===== config.mk =====
export PLATFORM = sky130hd
export DESIGN_NAME = burst_cmd_engine
export DESIGN_NICKNAME = d
export VERILOG_FILES = /design/src/rtl/bce_pkg.sv /design/src/rtl/bce_regs.sv /design/src/rtl/bce_seq.sv /design/src/rtl/bce_lport.sv /design/src/rtl/burst_cmd_engine.sv
export SDC_FILE = /design/constraint.sdc
export NUM_CORES = 1
export LEC_CHECK = 0
export ABC_CLOCK_PERIOD_IN_PS = 3100
export BUFFER_PORTS_ARGS = -buffer_cell sky130_fd_sc_hd__buf_2
export CAP_MARGIN = 5
export CORE_MARGIN = 2
export CORE_UTILIZATION = 45
export CTS_BUF_LIST = sky130_fd_sc_hd__clkbuf_2
export CTS_CLUSTER_DIAMETER = 60
export DETAILED_ROUTE_END_ITERATION = 16
export GPL_TIMING_DRIVEN = 1
export PLACE_DENSITY = 0.77
export SYNTH_ARGS = -nofsm -noshare
export SYNTH_HDL_FRONTEND = slang
export SYNTH_SLANG_ARGS = --single-unit

===== constraint.sdc =====
create_clock -name clk -period 3.1 [get_ports clk]
set_clock_uncertainty 0.2 [all_clocks]
set_input_delay 0.775 -clock clk [delete_from_list [all_inputs] [get_ports clk]]
set_output_delay 0.775 -clock clk [all_outputs]
set_load 0.01 [all_outputs]

===== src/rtl/bce_pkg.sv =====
`timescale 1ns/1ps
package bce_pkg;

    typedef enum logic [1:0] {
        SQ_IDLE = 2'd0,
        SQ_REQ  = 2'd1,
        SQ_PUSH = 2'd2,
        SQ_PULL = 2'd3
    } sq_state_e;

    localparam logic [2:0] OPC_PUSH = 3'd0;
    localparam logic [2:0] OPC_PULL = 3'd1;

    localparam logic [1:0] RSEL_CMD   = 2'd0;
    localparam logic [1:0] RSEL_DADDR = 2'd1;
    localparam logic [1:0] RSEL_LADDR = 2'd2;

    // packed order puts rank at [5:4], select at [3], code at [2:0]
    typedef struct packed {
        logic [1:0] rank;
        logic       csel;
        logic [2:0] code;
    } cmd_fields_t;

endpackage


===== src/rtl/bce_regs.sv =====
`timescale 1ns/1ps
module bce_regs
    import bce_pkg::*;
#(
    parameter int DAW = 31,
    parameter int LAW = 10
) (
    input  logic            clk,
    input  logic            rst_n,
    input  logic            wr_stb,
    input  logic [1:0]      wr_sel,
    input  logic [DAW-1:0]  wr_data,
    input  logic            idle,
    output cmd_fields_t     cmd,
    output logic [DAW-1:0]  daddr,
    output logic [LAW-1:0]  laddr,
    output logic            start,
    output logic [2:0]      start_code
);

    typedef struct packed {
        cmd_fields_t     cmd;
        logic [DAW-1:0]  daddr;
        logic [LAW-1:0]  laddr;
    } regs_t;

    regs_t r_q, r_d;
    logic  hit_cmd;

    always_comb begin
        r_d     = r_q;
        hit_cmd = wr_stb && (wr_sel == RSEL_CMD) && idle;
        if (hit_cmd) begin
            r_d.cmd = cmd_fields_t'(wr_data[5:0]);
        end
        if (wr_stb && (wr_sel == RSEL_DADDR)) begin
            r_d.daddr = wr_data;
        end
        if (wr_stb && (wr_sel == RSEL_LADDR)) begin
            r_d.laddr = wr_data[LAW-1:0];
        end
    end

    always_ff @(posedge clk) begin
        if (!rst_n) begin
            r_q <= '0;
        end else begin
            r_q <= r_d;
        end
    end

    assign cmd        = r_q.cmd;
    assign daddr      = r_q.daddr;
    assign laddr      = r_q.laddr;
    assign start      = hit_cmd;
    assign start_code = wr_data[2:0];

endmodule


===== src/rtl/bce_seq.sv =====
`timescale 1ns/1ps
module bce_seq
    import bce_pkg::*;
#(
    parameter int DAW   = 31,
    parameter int LAW   = 10,
    parameter int BEATS = 8
) (
    input  logic            clk,
    input  logic            rst_n,
    input  logic            start,
    input  logic [2:0]      start_code,
    input  logic [DAW-1:0]  daddr,
    input  logic [LAW-1:0]  laddr,
    input  logic            ack,
    input  logic            push_beat,
    input  logic            pull_beat,
    output logic            done,
    output logic            req,
    output logic            issue_en,
    output logic            pull_en,
    output logic [LAW-1:0]  base,
    output logic [LAW-1:0]  offset,
    output logic [DAW-1:0]  xaddr
);

    localparam int            CW   = $clog2(BEATS + 1);
    localparam logic [CW-1:0] LAST = CW'(BEATS - 1);
    localparam logic [CW-1:0] FULL = CW'(BEATS);
    localparam logic [CW-1:0] ONE  = CW'(1);

    typedef struct packed {
        sq_state_e       st;
        logic            done;
        logic            pull;
        logic [CW-1:0]   iss;
        logic [CW-1:0]   beat;
        logic [LAW-1:0]  base;
        logic [DAW-1:0]  xaddr;
    } seq_t;

    seq_t s_q, s_d;
    logic issue_now;
    logic beat_now;

    always_comb begin
        s_d       = s_q;
        issue_now = (s_q.st == SQ_PUSH) && (s_q.iss != FULL);
        beat_now  = ((s_q.st == SQ_PUSH) && push_beat) ||
                    ((s_q.st == SQ_PULL) && pull_beat);
        unique case (s_q.st)
            SQ_IDLE: begin
                if (start && ((start_code == OPC_PUSH) || (start_code == OPC_PULL))) begin
                    s_d.st    = SQ_REQ;
                    s_d.done  = 1'b0;
                    s_d.pull  = (start_code == OPC_PULL);
                    s_d.iss   = '0;
                    s_d.beat  = '0;
                    s_d.base  = laddr;
                    s_d.xaddr = daddr;
                end
            end
            SQ_REQ: begin
                if (ack) begin
                    s_d.st = s_q.pull ? SQ_PULL : SQ_PUSH;
                end
            end
            default: begin
                if (issue_now) begin
                    s_d.iss = s_q.iss + ONE;
                end
                if (beat_now) begin
                    if (s_q.beat == LAST) begin
                        s_d.st   = SQ_IDLE;
                        s_d.done = 1'b1;
                    end else begin
                        s_d.beat = s_q.beat + ONE;
                    end
                end
            end
        endcase
    end

    always_ff @(posedge clk) begin
        if (!rst_n) begin
            s_q.st    <= SQ_IDLE;
            s_q.done  <= 1'b1;
            s_q.pull  <= 1'b0;
            s_q.iss   <= '0;
            s_q.beat  <= '0;
            s_q.base  <= '0;
            s_q.xaddr <= '0;
        end else begin
            s_q <= s_d;
        end
    end

    assign done     = s_q.done;
    assign req      = (s_q.st == SQ_REQ);
    assign issue_en = issue_now;
    assign pull_en  = (s_q.st == SQ_PULL);
    assign base     = s_q.base;
    assign offset   = (s_q.st == SQ_PUSH) ? LAW'(s_q.iss) : LAW'(s_q.beat);
    assign xaddr    = s_q.xaddr;

endmodule


===== src/rtl/bce_lport.sv =====
`timescale 1ns/1ps
module bce_lport #(
    parameter int DW  = 36,
    parameter int LAW = 10
) (
    input  logic            clk,
    input  logic            rst_n,
    input  logic            issue_en,
    input  logic            pull_en,
    input  logic [LAW-1:0]  base,
    input  logic [LAW-1:0]  offset,
    input  logic [DW-1:0]   lm_rdata,
    input  logic [DW-1:0]   ctl_rdata,
    input  logic            ctl_rvalid,
    output logic [LAW-1:0]  lm_addr,
    output logic            lm_re,
    output logic            lm_we,
    output logic [DW-1:0]   lm_wdata,
    output logic [DW-1:0]   ctl_wdata,
    output logic            ctl_wvalid,
    output logic            push_beat,
    output logic            pull_beat
);

    typedef struct packed {
        logic fly;
    } lp_t;

    lp_t p_q, p_d;

    always_comb begin
        p_d.fly = issue_en;
    end

    always_ff @(posedge clk) begin
        if (!rst_n) begin
            p_q <= '0;
        end else begin
            p_q <= p_d;
        end
    end

    // modulo-2^LAW addition gives the wrap at the top of local memory
    assign lm_addr    = base + offset;
    assign lm_re      = issue_en;
    assign lm_we      = pull_en && ctl_rvalid;
    assign lm_wdata   = ctl_rdata;
    assign ctl_wvalid = p_q.fly;
    assign ctl_wdata  = lm_rdata;
    assign push_beat  = p_q.fly;
    assign pull_beat  = lm_we;

endmodule


===== src/rtl/burst_cmd_engine.sv =====
`timescale 1ns/1ps
module burst_cmd_engine
    import bce_pkg::*;
#(
    parameter int DW    = 36,
    parameter int DAW   = 31,
    parameter int LAW   = 10,
    parameter int BEATS = 8
) (
    input  logic            clk,
    input  logic            rst_n,
    input  logic            io_wr_stb,
    input  logic [1:0]      io_wr_sel,
    input  logic [DAW-1:0]  io_wr_data,
    output logic            done,
    output logic            ctl_req,
    input  logic            ctl_ack,
    output logic [2:0]      ctl_cmd,
    output logic            ctl_csel,
    output logic [1:0]      ctl_rank,
    output logic [DAW-1:0]  ctl_addr,
    output logic            ctl_wvalid,
    output logic [DW-1:0]   ctl_wdata,
    input  logic            ctl_rvalid,
    input  logic [DW-1:0]   ctl_rdata,
    output logic [LAW-1:0]  lm_addr,
    output logic            lm_re,
    input  logic [DW-1:0]   lm_rdata,
    output logic            lm_we,
    output logic [DW-1:0]   lm_wdata
);

    cmd_fields_t     cmd_w;
    logic [DAW-1:0]  daddr_w;
    logic [LAW-1:0]  laddr_w;
    logic            start_w;
    logic [2:0]      code_w;
    logic            done_w;
    logic            issue_w;
    logic            pull_w;
    logic [LAW-1:0]  base_w;
    logic [LAW-1:0]  off_w;
    logic            push_beat_w;
    logic            pull_beat_w;

    bce_regs #(.DAW(DAW), .LAW(LAW)) u_regs (
        .clk        (clk),
        .rst_n      (rst_n),
        .wr_stb     (io_wr_stb),
        .wr_sel     (io_wr_sel),
        .wr_data    (io_wr_data),
        .idle       (done_w),
        .cmd        (cmd_w),
        .daddr      (daddr_w),
        .laddr      (laddr_w),
        .start      (start_w),
        .start_code (code_w)
    );

    bce_seq #(.DAW(DAW), .LAW(LAW), .BEATS(BEATS)) u_seq (
        .clk        (clk),
        .rst_n      (rst_n),
        .start      (start_w),
        .start_code (code_w),
        .daddr      (daddr_w),
        .laddr      (laddr_w),
        .ack        (ctl_ack),
        .push_beat  (push_beat_w),
        .pull_beat  (pull_beat_w),
        .done       (done_w),
        .req        (ctl_req),
        .issue_en   (issue_w),
        .pull_en    (pull_w),
        .base       (base_w),
        .offset     (off_w),
        .xaddr      (ctl_addr)
    );

    bce_lport #(.DW(DW), .LAW(LAW)) u_lport (
        .clk        (clk),
        .rst_n      (rst_n),
        .issue_en   (issue_w),
        .pull_en    (pull_w),
        .base       (base_w),
        .offset     (off_w),
        .lm_rdata   (lm_rdata),
        .ctl_rdata  (ctl_rdata),
        .ctl_rvalid (ctl_rvalid),
        .lm_addr    (lm_addr),
        .lm_re      (lm_re),
        .lm_we      (lm_we),
        .lm_wdata   (lm_wdata),
        .ctl_wdata  (ctl_wdata),
        .ctl_wvalid (ctl_wvalid),
        .push_beat  (push_beat_w),
        .pull_beat  (pull_beat_w)
    );

    assign done     = done_w;
    assign ctl_cmd  = cmd_w.code;
    assign ctl_csel = cmd_w.csel;
    assign ctl_rank = cmd_w.rank;

endmodule


After elaboration in Yosys (flattened, before gate mapping)

Index checks and enable logic that the tools add are counted.

Output and inout bits: 124
Logic and storage cells: 64
Register bits after elaboration: 101

Muxes and demuxes: 12
Equality and inequality tests: 11
Bitwise logic cells: 1
Add/subtract/negate cells: 3
Reductions and logical operators: 24

Operators by type and width:

| cell                  | count |
|---|---|
| $mux W53              | 1 |
| $mux W4               | 4 |
| $pmux W8 S2           | 1 |
| $reduce_and A4 Y1     | 3 |
| $add A10 B4 Y10       | 1 |
| $logic_and A1 B1 Y1   | 9 |
| $add A4 B1 Y4 const B | 2 |
| $eq A2 B2 Y1 const B  | 3 |
| $mux W3               | 2 |
| $reduce_bool A2 Y1    | 3 |
| $reduce_bool A3 Y1    | 2 |
| $eq A2 B1 Y1 const B  | 2 |
| $eq A4 B3 Y1 const B  | 1 |
| $logic_not A2 Y1      | 2 |
| $ne A2 B1 Y1 const B  | 2 |
| $ne A4 B4 Y1 const B  | 1 |
| $pmux W2 S2           | 1 |
| $eq A3 B1 Y1 const B  | 1 |
| $logic_not A3 Y1      | 1 |
| $reduce_and A3 Y1     | 1 |
| $logic_or A1 B1 Y1    | 2 |
| $mux W2               | 1 |
| $ne A2 B2 Y1 const B  | 1 |
| $pmux W1 S2           | 1 |
| 3 further kinds       | 3 |

Depth between registers and ports, before layout

Gate-level depths: netlist of the first run.

Word-level depth: 6
Gate-level depth with buffers: 11
Depth with buffers taken out: 10

Modules after synthesis

A second synthesis of the first run with hierarchy kept.

Cells, all modules: 637
Area total of the unflattened synthesis: 5,571.6 sq um

Modules (own cells, without submodules):

| module    | sequential area each (sq um) | cells each | area an instance (sq um) | times used |
|---|---|---|---|---|
| bce_seq   | 1,061.0                      | 314        | 2,705.1                  | 1 |
| bce_regs  | 940.9                        | 194        | 1,885.6                  | 1 |
| bce_lport | 20.0                         | 129        | 980.9                    | 1 |

Worst setup path before layout of the first run

No wires, ideal clock.

Kind: reg-to-output
Start: reg u_seq.s_q[51] (netlist name)
End: out lm_addr[6]
Stages on the path, launching flop included: 12
Path buffers: 1
Path slack: 0.042 ns
Arrival time: 2.083 ns
Cell sequence: dfxtp_1 > buf_2 > inv_1 > nand2_1 > nand2_1 > o21ai_0 > ha_1 > fa_1 > a21o_1 > a21oi_1 > nor2_1 > xor2_1

Word-level cells in the longest chain between the ends: 3

RTL lines:

| item            | line                   | source |
|---|---|---|
| from (decl)     | bce_seq.sv:42          | `seq_t s_q, s_d;` |
| $eq A2 B2 Y1    | bce_seq.sv:103         | `assign offset = (s_q.st == SQ_PUSH) ? LAW'(s_q.iss) : LAW'(s_q.beat);` |
| $mux W4         | bce_seq.sv:103         |  |
| $add A10 B4 Y10 | bce_lport.sv:44        | `assign lm_addr = base + offset;` |
| to (decl)       | burst_cmd_engine.sv:26 | `output logic [LAW-1:0] lm_addr,` |

Every way passes these cells.

Worst setup path in the final report of the first run

Start: reg u_seq.s_q[52] (netlist name)
End: out lm_addr[8]

Same word-level chain as after synthesis.

==> results by group, run 1 <==
Outcome
  – Outcome: finished with violations
  – Failing checks: negative setup slack

Placement
  – Pre-CTS WS: -36.9 ps
  – I/O Buffers: 89
  – Hpwl dp: 7.50 mm
  – Placed cell area: 4860 um2
  – Gp weighted congestion: 0.795

Timing
  – Fin. Hold Viols: 0
  – Post-layout min period: 3550 ps
  – # setup viols final: 8
  – Tightest Pin Transition: 918 ps
  – Final setup margin: -450 ps
  – WHS: 187 ps
  – RSZ-0062 raised after global routing: true
  – Pins over their slew limit: 0
  – Tcrit/Tclk final: 115%
  – Slew HR: 38.8%
  – Max Clk Rate: 282 MHz

Power and ir drop
  – P_sw: 0.608 mW
  – Switch share: 26.9%
  – Comb power frac: 12.6%
  – Lkg Pwr: 2.18 nW
  – Reg power frac: 60.2%
  – Clock network power share: 27.2%
  – VDD IR max: 0.000244 V
  – Final Power: 2.26 mW
  – Power Dens Cells: 434 nW/um2
  – Internal: 1.66 mW

Finish
  – Area Overhead vs Synth: 2.43%
  – Share of cells above drive strength 1: 25.9%
  – Fill cells: 1043
  – Final instance area: 5210 um2
  – Area of the multi-input gates: 2230 um2
  – Reg area: 2020 um2
  – Nets@finish: 714

Worst hold path
  – Worst hold path type: in2reg
  – Hold_sp: io_wr_data[29]

CTS
  – Worst-path clk slew: 270 ps
  – Clk buf depth: 2
  – Root buffer cell: clkbuf_2
  – Worst-Skew Late Latency: 600 ps
  – H-tree lvl count: 3
  – Clock buffer count from CTS: 9
  – CTS tree: done
  – Clk sinks: 101

Synth
  – Adder-cell share of the synthesized area: 2.36%
  – Syn Area/Cell: 8.37 um2
  – Yosys reg bits: 101
  – Most frequent cells after synthesis: nand2_1, buf_4, dfxtp_1, a21boi_1, a21boi_0
  – Synth Area in Compound Gates: 15.8%
  – Synth Net Count: 727
  – Distinct cells, synth: 45
  – Top cell type by total area after synthesis: dfxtp_1
  – Mapped Area: 5090 um2
  – Synth async-reset ratio: 0%
  – Share of the synthesized area in the top cell type: 39.7%
  – Synth area leaders: dfxtp_1, buf_4, nand2_1, a21boi_1, a21boi_0
  – Ys Warns: 0
  – Most used flip-flop cell after synthesis: dfxtp_1
  – Post-synth EDFFs: 0
  – Post-Syn Instances: 608
  – Most common cell in the netlist: nand2_1
  – Post-synthesis mux area share: 1.97%
  – Seq/Total Area, Yosys: 39.7%
  – Simple-gate share of the synthesized area: 19.6%
  – Largest family of logic cells by synthesized area: simple AND/OR/NAND/NOR gates
  – Xor-xnor portion of the synthesized cell area: 1.38%

Global route
  – Total global-route track usage: 17.7%
  – Met1 Use GR: 20.6%
  – Congestion Overflow GR: 0
  – Met3 Resource Use GR: 5.76%
  – Pin count of the biggest net entering global routing: 52
  – GR peak layer: met2
  – Grt met2 use: 28.5%
  – Number of global-route vias before repair: 3557
  – First-pass GRT wire length: 16.5 mm
  – Initial antenna violation count: 1

Floorplan
  – Num ports: 234
  – DIE WIDTH: 110 um
  – Die height: 110 um
  – Initial Util: 46.5%
  – Die ar.: 12200 um2
  – Core area: 10900 um2
  – Row count: 38

Worst setup path
  – Cell family with most CP delay: adder cells
  – CP Cell Sequence: buf_6 -> nand2_8 -> nand2_4 -> o21ai_2 -> ha_2 -> fa_2 -> a21o_1 -> a21oi_2 -> nor2_1 -> xor2_1 -> buf_2
  – Critical path class: reg2out
  – Kind of end point of the critical path: output port
  – Setup crit start kind: flop
  – Crit-path max FO: 5
  – Reg2reg start: u_seq.s_q[52]$_SDFFE_PN0P_
  – CP arrival: 2570 ps
  – CP Buf/Inv Count: 2
  – Crit path launch: u_seq.s_q[52]$_SDFFE_PN0P_
  – CP max stage delay: 400 ps
  – Worst EP required: 2120 ps
  – Slowest-stage cell, CP: dfxtp_2
  – Slack of the worst reg-to-reg path: 680 ps

Drt
  – DR WL/cell: 14.5 um
  – Via density: 5.07
  – DRC viols: 0
  – Detail Route Antenna Nets: 0
  – TritonRoute pass-1 iters: 5
  – Drt total wl: 10.7 mm
  – First DRT Iteration DRCs: 264
  – Via count: 3753

Flow run
  – Max Cap Violations: 0
## cell families (layout without fill, tap and decap cells)
kind of cell | Yosys count | in the layout
AO/OA/AOI/OAI | 109 | 109
multiplexers | 10 | 10
other | 0 | 1
AND/OR/NAND/NOR | 229 | 229
flip-flops | 101 | 101
adder cells (fa/ha/maj) | 9 | 9
buffers and inverters | 142 | 133
XOR/XNOR | 8 | 8
## power groups by stage
stage	combinational (mW)	sequential, mW	clock, mW
after floorplan	0.254	1.38	0
after global placement	0.233	1.38	0
after detailed placement	0.242	1.38	0
after CTS	0.254	1.36	0.643
after global routing	0.315	1.37	0.693
final	0.286	1.36	0.615
## sequential cells by signal (all words and copies together) (netlist names)
name / flops
u_seq.base: 10
u_regs.cmd: 6
u_seq.xaddr: 31
u_lport.ctl_wvalid: 1
u_regs.daddr: 31
u_seq.s_q: 11
u_regs.laddr: 10
u_seq.done: 1
## area by class of cell
type	count	area share, %
clock buffers	11	1.06
diodes	1	0.0480
flip-flops and latches	101	38.8
repair buffers	112	12.4
inverters	6	0.480
multi-input cells	365	42.8
clock inverters	4	0.960
well taps	140	3.36
## through the flow
stage | instances | TNS (ps) | util [%]
after global routing | 740 | -4120 | 47.7
final | 740 | -2790 | 47.7
after detailed placement | 713 | -36.9 | 44.5
after CTS | 730 | -3290 | 46.5
after floorplan | 608 | 0 | -
after global placement | 713 | 0 | 44.5
## cell usage in the layout (no fill, tap or decap), drive strengths merged, types with 4 or more instances in the layout
cell      n
nand3     9
xnor2     5
a21oi     6
nand3b    4
o21ai     7
a21boi   84
and3      5
dfxtp   101
nor2b    11
mux2i    10
buf     112
nor2     10
clkbuf   11
nand2   178
inv       6
ha        8
## worst paths after layout
path,end,depth (start not counted)
max,lm_addr[8],11
min,u_regs.daddr[29]$_SDFFE_PN0P_,3
max reg2reg,u_seq.s_q[42]$_SDFFE_PN0P_,8
min reg2reg,u_seq.xaddr[0]$_SDFFE_PN0P_,2
## layer usage
layer	vias up	routed length (um)
met5	-	0
met4	0	375
met3	40	819
met2	132	5040
met1	1736	4460
li1	1845	-
## timing repair
item | CTS | global route
setup buffers | 2 | 9
hold buffers | 0 | 0
resized for setup | 26 | 14
pin swaps | 11 | 19
setup endpoints to repair | 9 | 9
## worst reg2reg max path: stages, from the launching register on
cell and delay [ps]:
dfxtp_2 390, buf_4 130, buf_6 110, buf_4 140, buf_4 140, and3_1 160
a21oi_1 710, nor3b_1 150, a31o_1 230
Power figures use the tool's default switching activity.
==> run 2, diff against run 1 <==
--- a/config.mk
+++ b/config.mk
@@ -14,7 +14,8 @@
 export CTS_CLUSTER_DIAMETER = 60
 export DETAILED_ROUTE_END_ITERATION = 16
 export GPL_TIMING_DRIVEN = 1
-export PLACE_DENSITY = 0.77
+export PLACE_DENSITY = 0.8
+export RECOVER_POWER = 50
 export SYNTH_ARGS = -nofsm -noshare
 export SYNTH_HDL_FRONTEND = slang
 export SYNTH_SLANG_ARGS = --single-unit
==> run 2 against run 1 <==
Compared with the run above: via count down 0.13%; critical path type unchanged; critical endpoint unchanged; wire length fell by 1.1%; fmax up 2.9%; the flow still finishes with violations (negative setup slack); critical path depth did not move; register-to-register slack gained 370 ps.
==> results by group, run 2 (synthesized netlist as in run 1, its figures left out) <==
Floorplan
  – Initial Util: 46.5%
  – Row count: 38
  – Die height: 110 um
  – DIE WIDTH: 110 um
  – Die ar.: 12200 um2
  – Num ports: 234
  – Core area: 10900 um2

Worst hold path
  – Hold depth: 3
  – Worst hold path type: in2reg
  – Hold EP: u_regs.daddr[21]$_SDFFE_PN0P_
  – Hold_sp: io_wr_data[21]

CTS
  – CTS tree: done
  – Clock buffer count from CTS: 9
  – Root buffer cell: clkbuf_2
  – Worst-path clk slew: 250 ps
  – H-tree lvl count: 3
  – Clk sinks: 101
  – Worst-Skew Late Latency: 590 ps
  – Clk buf depth: 2

Global route
  – Initial antenna violation count: 1
  – Congestion Overflow GR: 0
  – Total global-route track usage: 17.5%
  – First-pass GRT wire length: 16.4 mm
  – Pin count of the biggest net entering global routing: 73
  – Number of global-route vias before repair: 3579

Worst setup path
  – Reg2reg start: u_seq.done$_SDFFE_PN1P_
  – Kind of end point of the critical path: output port
  – Crit-path max FO: 4
  – Setup crit start kind: flop
  – Crit Reg-Reg Endpoint: u_seq.xaddr[16]$_SDFFE_PN0P_
  – CP arrival: 2470 ps
  – Critical path class: reg2out
  – Slack of the worst reg-to-reg path: 1050 ps
  – Reg2Reg Depth: 5
  – Worst EP required: 2120 ps

Finish
  – Reg area: 2030 um2
  – Area of the multi-input gates: 2190 um2
  – Fill cells: 1089
  – Commonest cells after routing, fill and taps aside: nand2_1, dfxtp_1, buf_2, a21boi_0, a21boi_1
  – Area Overhead vs Synth: -0.418%
  – Nets@finish: 708
  – Share of cells above drive strength 1: 23.8%
  – Leading cell type in the layout, fill and taps excluded: nand2_1
  – Non-Filler Instances: 733

Placement
  – Pre-CTS WS: 36.8 ps
  – Hpwl dp: 7.40 mm
  – DP Cell Count: 713
  – Gp weighted congestion: 0.834
  – I/O Buffers: 89

Drt
  – DR WL/cell: 14.4 um
  – TritonRoute pass-1 iters: 4
  – Detail Route Antenna Nets: 0
  – Drt total wl: 10.6 mm
  – First DRT Iteration DRCs: 199
  – Via count: 3748
  – Via density: 5.11
  – DRC viols: 0

Power and ir drop
  – Clock network power share: 24.2%
  – Internal: 1.55 mW
  – Reg power frac: 63.7%
  – Comb power frac: 12.1%
  – Switch share: 27.7%
  – VDD IR max: 0.000194 V
  – Lkg Pwr: 2.12 nW
  – Power Dens Cells: 423 nW/um2
  – P_sw: 0.594 mW

Outcome
  – Outcome: finished with violations
  – Failing checks: negative setup slack

Timing
  – Slew HR: 21.6%
  – Fin. Hold Viols: 0
  – Post-layout min period: 3450 ps
  – Final setup margin: -350 ps
  – Tightest Pin Transition: 1180 ps
  – # setup viols final: 8
  – Max Clk Rate: 290 MHz
  – RSZ-0062 raised after global routing: true
  – Pins over their slew limit: 0
  – Tcrit/Tclk final: 111%

Flow run
  – Max Cap Violations: 0
## run 2: changes by cell type in the layout (fill, tap and decap cells not counted), sizes merged
cell,before,now
buf,112,104
clkinv,1,4
bufinv,1,0
clkinvlp,2,1
## run 2: layout make-up
type | instances | share of cell area, %
timing repair buffer | 106 | 11.4
tap | 140 | 3.46
clock buffer | 9 | 0.889
inverter | 6 | 0.444
antenna | 1 | 0.0494
multi-input combinational | 365 | 43.1
sequential | 101 | 40.0
clock inverter | 5 | 0.592
## run 2: power by group through the flow
stage / clock network (mW) / registers [mW] / logic, mW
after floorplan: 0 / 1.38 / 0.254
after global placement: 0 / 1.38 / 0.231
after detailed placement: 0 / 1.38 / 0.239
after CTS: 0.543 / 1.36 / 0.251
after global routing: 0.602 / 1.37 / 0.290
final: 0.518 / 1.36 / 0.260
## run 2: what timing repair did
item / in CTS / in global routing
gates resized for setup: 18 / 11
hold buffers: 0 / 0
setup endpoints to repair: 9 / 9
pin swaps: 6 / 5
buffers inserted: 2 / 3
## run 2: how the worst max path moves through the flow
stage	startpoint	to	slack, ps	cells past startpoint
5_1_grt	u_seq.s_q[51]$_SDFFE_PN0P_	lm_addr[9]	-570	11
2_1_floorplan	u_seq.s_q[51]$_SDFFE_PN0P_	lm_addr[6]	40	11
6_report	u_seq.s_q[52]$_SDFFE_PN0P_	lm_addr[8]	-350	11
4_1_cts	u_seq.s_q[51]$_SDFFE_PN0P_	lm_addr[8]	-490	12
3_5_place_dp	u_seq.s_q[52]$_SDFFE_PN0P_	lm_addr[9]	40	10
3_3_place_gp	u_seq.s_q[51]$_SDFFE_PN0P_	lm_addr[8]	100	12
## run 2: metal layers
metal | track usage [%] | routed length [um] | up-vias
li1 | - | - | 1826
met1 | 19.3 | 4390 | 1751
met2 | 29.1 | 4970 | 128
met3 | 6.58 | 777 | 43
met4 | 9.46 | 432 | 0
met5 | 0 | 0 | -
## run 2: critical path, cell delays in order, from the launching register on
cell and delay (ps):
dfxtp_2 430, nand2_4 70, nand2_1 60, o21ai_1 60, ha_2 190, fa_2 350, a21o_1 180, a21oi_2 110
buf_4 140, nor2_2 40, xor2_1 150, buf_2 140
## run 2: per-stage QoR
step / TNS [ps] / utilization, % / power, mW / area (um2) / hold WS (ps)
5_1_grt: -3680 / 46.4 / 2.26 / 5070 / 117
4_1_cts: -3210 / 45.7 / 2.16 / 5000 / 142
2_1_floorplan: 0 / - / 1.64 / 5090 / 230
3_3_place_gp: 0 / 44.5 / 1.61 / 4860 / 234
3_5_place_dp: 0 / 44.5 / 1.62 / 4860 / 245
6_report: -1990 / 46.4 / 2.14 / 5070 / 201
==> run 3, diff against run 2 <==
--- a/config.mk
+++ b/config.mk
@@ -8,14 +8,17 @@
 export ABC_CLOCK_PERIOD_IN_PS = 3100
 export BUFFER_PORTS_ARGS = -buffer_cell sky130_fd_sc_hd__buf_2
 export CAP_MARGIN = 5
+export CELL_PAD_IN_SITES_DETAIL_PLACEMENT = 1
+export CELL_PAD_IN_SITES_GLOBAL_PLACEMENT = 1
 export CORE_MARGIN = 2
-export CORE_UTILIZATION = 45
+export CORE_UTILIZATION = 34
 export CTS_BUF_LIST = sky130_fd_sc_hd__clkbuf_2
 export CTS_CLUSTER_DIAMETER = 60
 export DETAILED_ROUTE_END_ITERATION = 16
 export GPL_TIMING_DRIVEN = 1
-export PLACE_DENSITY = 0.8
+export PLACE_DENSITY = 0.85
 export RECOVER_POWER = 50
 export SYNTH_ARGS = -nofsm -noshare
 export SYNTH_HDL_FRONTEND = slang
 export SYNTH_SLANG_ARGS = --single-unit
+export TNS_END_PERCENT = 100
==> run 3 against run 2 <==
Compared with the run above: the flow still finishes with violations (negative setup slack); critical path depth up 1; global-route usage down 2.7 points; fmax down 1.3%; clock power up 35%; cell count up 6.4%; die area up 31%; core utilization down 11 points; sequential power about the same; sequential share of layout area down 0.99 points; critical path type unchanged; critical endpoint unchanged; largest cell class unchanged.
==> results by group, run 3 (synthesized netlist as in run 1, its figures left out) <==
Flow run
  – Max Cap Violations: 0

Timing
  – Post-layout min period: 3500 ps
  – WHS: 188 ps
  – Pins over their slew limit: 0
  – Tightest Pin Transition: 1350 ps
  – Setup TNS: -2430 ps
  – Final setup margin: -396 ps
  – Tcrit/Tclk final: 113%
  – Fin. Hold Viols: 0
  – Max Clk Rate: 286 MHz
  – # setup viols final: 8
  – Slew HR: 9.95%
  – RSZ-0062 raised after global routing: true

Global route
  – Pin count of the biggest net entering global routing: 104
  – Total global-route track usage: 14.8%
  – Initial antenna violation count: 1
  – Number of global-route vias before repair: 3788
  – Congestion Overflow GR: 0
  – First-pass GRT wire length: 19.0 mm

Finish
  – Final instance area: 5190 um2
  – Leading cell type in the layout, fill and taps excluded: nand2_1
  – Nets@finish: 710
  – Fill cells: 1761
  – Reg area: 2030 um2
  – Area of the multi-input gates: 2160 um2
  – Non-Filler Instances: 780
  – Final Util: 35.6%
  – Commonest cells after routing, fill and taps aside: nand2_1, dfxtp_1, buf_2, a21boi_0, a21boi_1
  – Share of cells above drive strength 1: 24.0%
  – Area Overhead vs Synth: 1.99%

Floorplan
  – Core area: 14600 um2
  – Die height: 126 um
  – DIE WIDTH: 126 um
  – Num ports: 234
  – Initial Util: 34.9%
  – Row count: 44
  – Die ar.: 16000 um2

Power and ir drop
  – Final Power: 2.33 mW
  – VDD IR max: 0.000239 V
  – Lkg Pwr: 2.17 nW
  – Power Dens Cells: 448 nW/um2

Placement
  – Hpwl dp: 8.19 mm
  – DP Cell Count: 758
  – Placed cell area: 4940 um2
  – Gp weighted congestion: 0.750
  – I/O Buffers: 89
  – Pre-CTS WS: -71.2 ps

CTS
  – Clock buffer count from CTS: 9
  – Clk buf depth: 2
  – CTS tree: done
  – Worst-path clk slew: 260 ps
  – Root buffer cell: clkbuf_2
  – H-tree lvl count: 3
  – Post-CTS Hold Fix Bufs: 0
  – Worst-Skew Late Latency: 580 ps
  – Clk sinks: 101

Drt
  – DR WL/cell: 15.2 um
  – TritonRoute pass-1 iters: 4
  – Via density: 4.78
  – First DRT Iteration DRCs: 137
  – Via count: 3725
  – Detail Route Antenna Nets: 0
  – Drt total wl: 11.9 mm
  – DRC viols: 0

Worst setup path
  – Critical path class: reg2out
  – CP Cell Sequence: inv_2 -> nand2_4 -> nand2_2 -> o21ai_2 -> ha_2 -> fa_2 -> a21o_1 -> a21oi_2 -> buf_6 -> nor2_2 -> xor2_1 -> buf_2
  – Worst setup path endpoint: lm_addr[8]
  – CP arrival: 2520 ps
  – Crit path launch: u_seq.s_q[51]$_SDFFE_PN0P_
  – Worst EP required: 2120 ps
  – Slowest-stage cell, CP: dfxtp_2
  – Reg2reg start: u_seq.s_q[52]$_SDFFE_PN0P_
  – Kind of end point of the critical path: output port
  – Reg2Reg Depth: 7
  – Crit Reg-Reg Endpoint: u_seq.xaddr[14]$_SDFFE_PN0P_
  – CP max stage delay: 380 ps
  – Slack of the worst reg-to-reg path: 860 ps
  – Crit-path max FO: 6
  – Setup crit start kind: flop

Outcome
  – Outcome: finished with violations
  – Failing checks: negative setup slack

Worst hold path
  – Worst hold path type: in2reg
==> run 3: cell types whose count changed in the layout (fill, tap and decap cells not counted), sizes merged <==
cell | before | now
buf | 104 | 107
bufinv | 0 | 2
clkinvlp | 1 | 0
clkinv | 4 | 3
==> run 3: cell type report <==
cell class / count / area share (%)
diodes: 1 / 0.0482
clock buffers: 10 / 0.964
clock inverters: 5 / 1.47
inverters: 6 / 0.434
multi-input cells: 365 / 41.6
flip-flops and latches: 101 / 39.0
well taps: 184 / 4.43
repair buffers: 108 / 12.0
==> run 3: layer usage <==
metal | track usage [%] | share of wire [%] | vias up
met2 | 23.6 | 45 | 89
met5 | 0 | 0 | -
li1 | - | - | 1841
met3 | 5.40 | 6.7 | 55
met4 | 6.72 | 3.8 | 0
met1 | 17.8 | 44 | 1740
==> run 3: critical path: cells and delay by family, from the launching register on <==
| family | cells | cell delay, ps |
|---|---|---|
| fa+ha+maj | 2 | 530 |
| compound gates | 3 | 360 |
| xor+xnor | 1 | 150 |
| simple gates | 3 | 180 |
| flops | 1 | 380 |
| buf+inv | 3 | 340 |
==> run 3: worst min-delay path by stage <==
stage | start | end | slack, ps | cells past startpoint
finish | io_wr_data[24] | u_regs.daddr[24]$_SDFFE_PN0P_ | 190 | 3
global route | io_wr_data[22] | u_regs.daddr[22]$_SDFFE_PN0P_ | 110 | 3
CTS | io_wr_data[22] | u_regs.daddr[22]$_SDFFE_PN0P_ | 110 | 3
detailed placement | u_seq.xaddr[30]$_SDFFE_PN0P_ | u_seq.xaddr[30]$_SDFFE_PN0P_ | 240 | 2
global placement | u_regs.daddr[25]$_SDFFE_PN0P_ | u_seq.xaddr[25]$_SDFFE_PN0P_ | 240 | 2
floorplan | u_regs.laddr[0]$_SDFFE_PN0P_ | u_seq.base[0]$_SDFFE_PN0P_ | 230 | 2
==> run 3: power breakdown <==
group          leakage (nW)  internal [mW]  switching (mW)
Clock                0.0771          0.262           0.438
Sequential            0.819           1.34          0.0251
Combinational          1.27          0.116           0.149
Total                  2.17           1.72           0.612
==> run 3: repair_timing <==
item / in CTS / in global routing
setup endpoints to repair: 9 / 9
setup buffers: 4 / 2
pin swaps: 7 / 4
resized for setup: 15 / 12
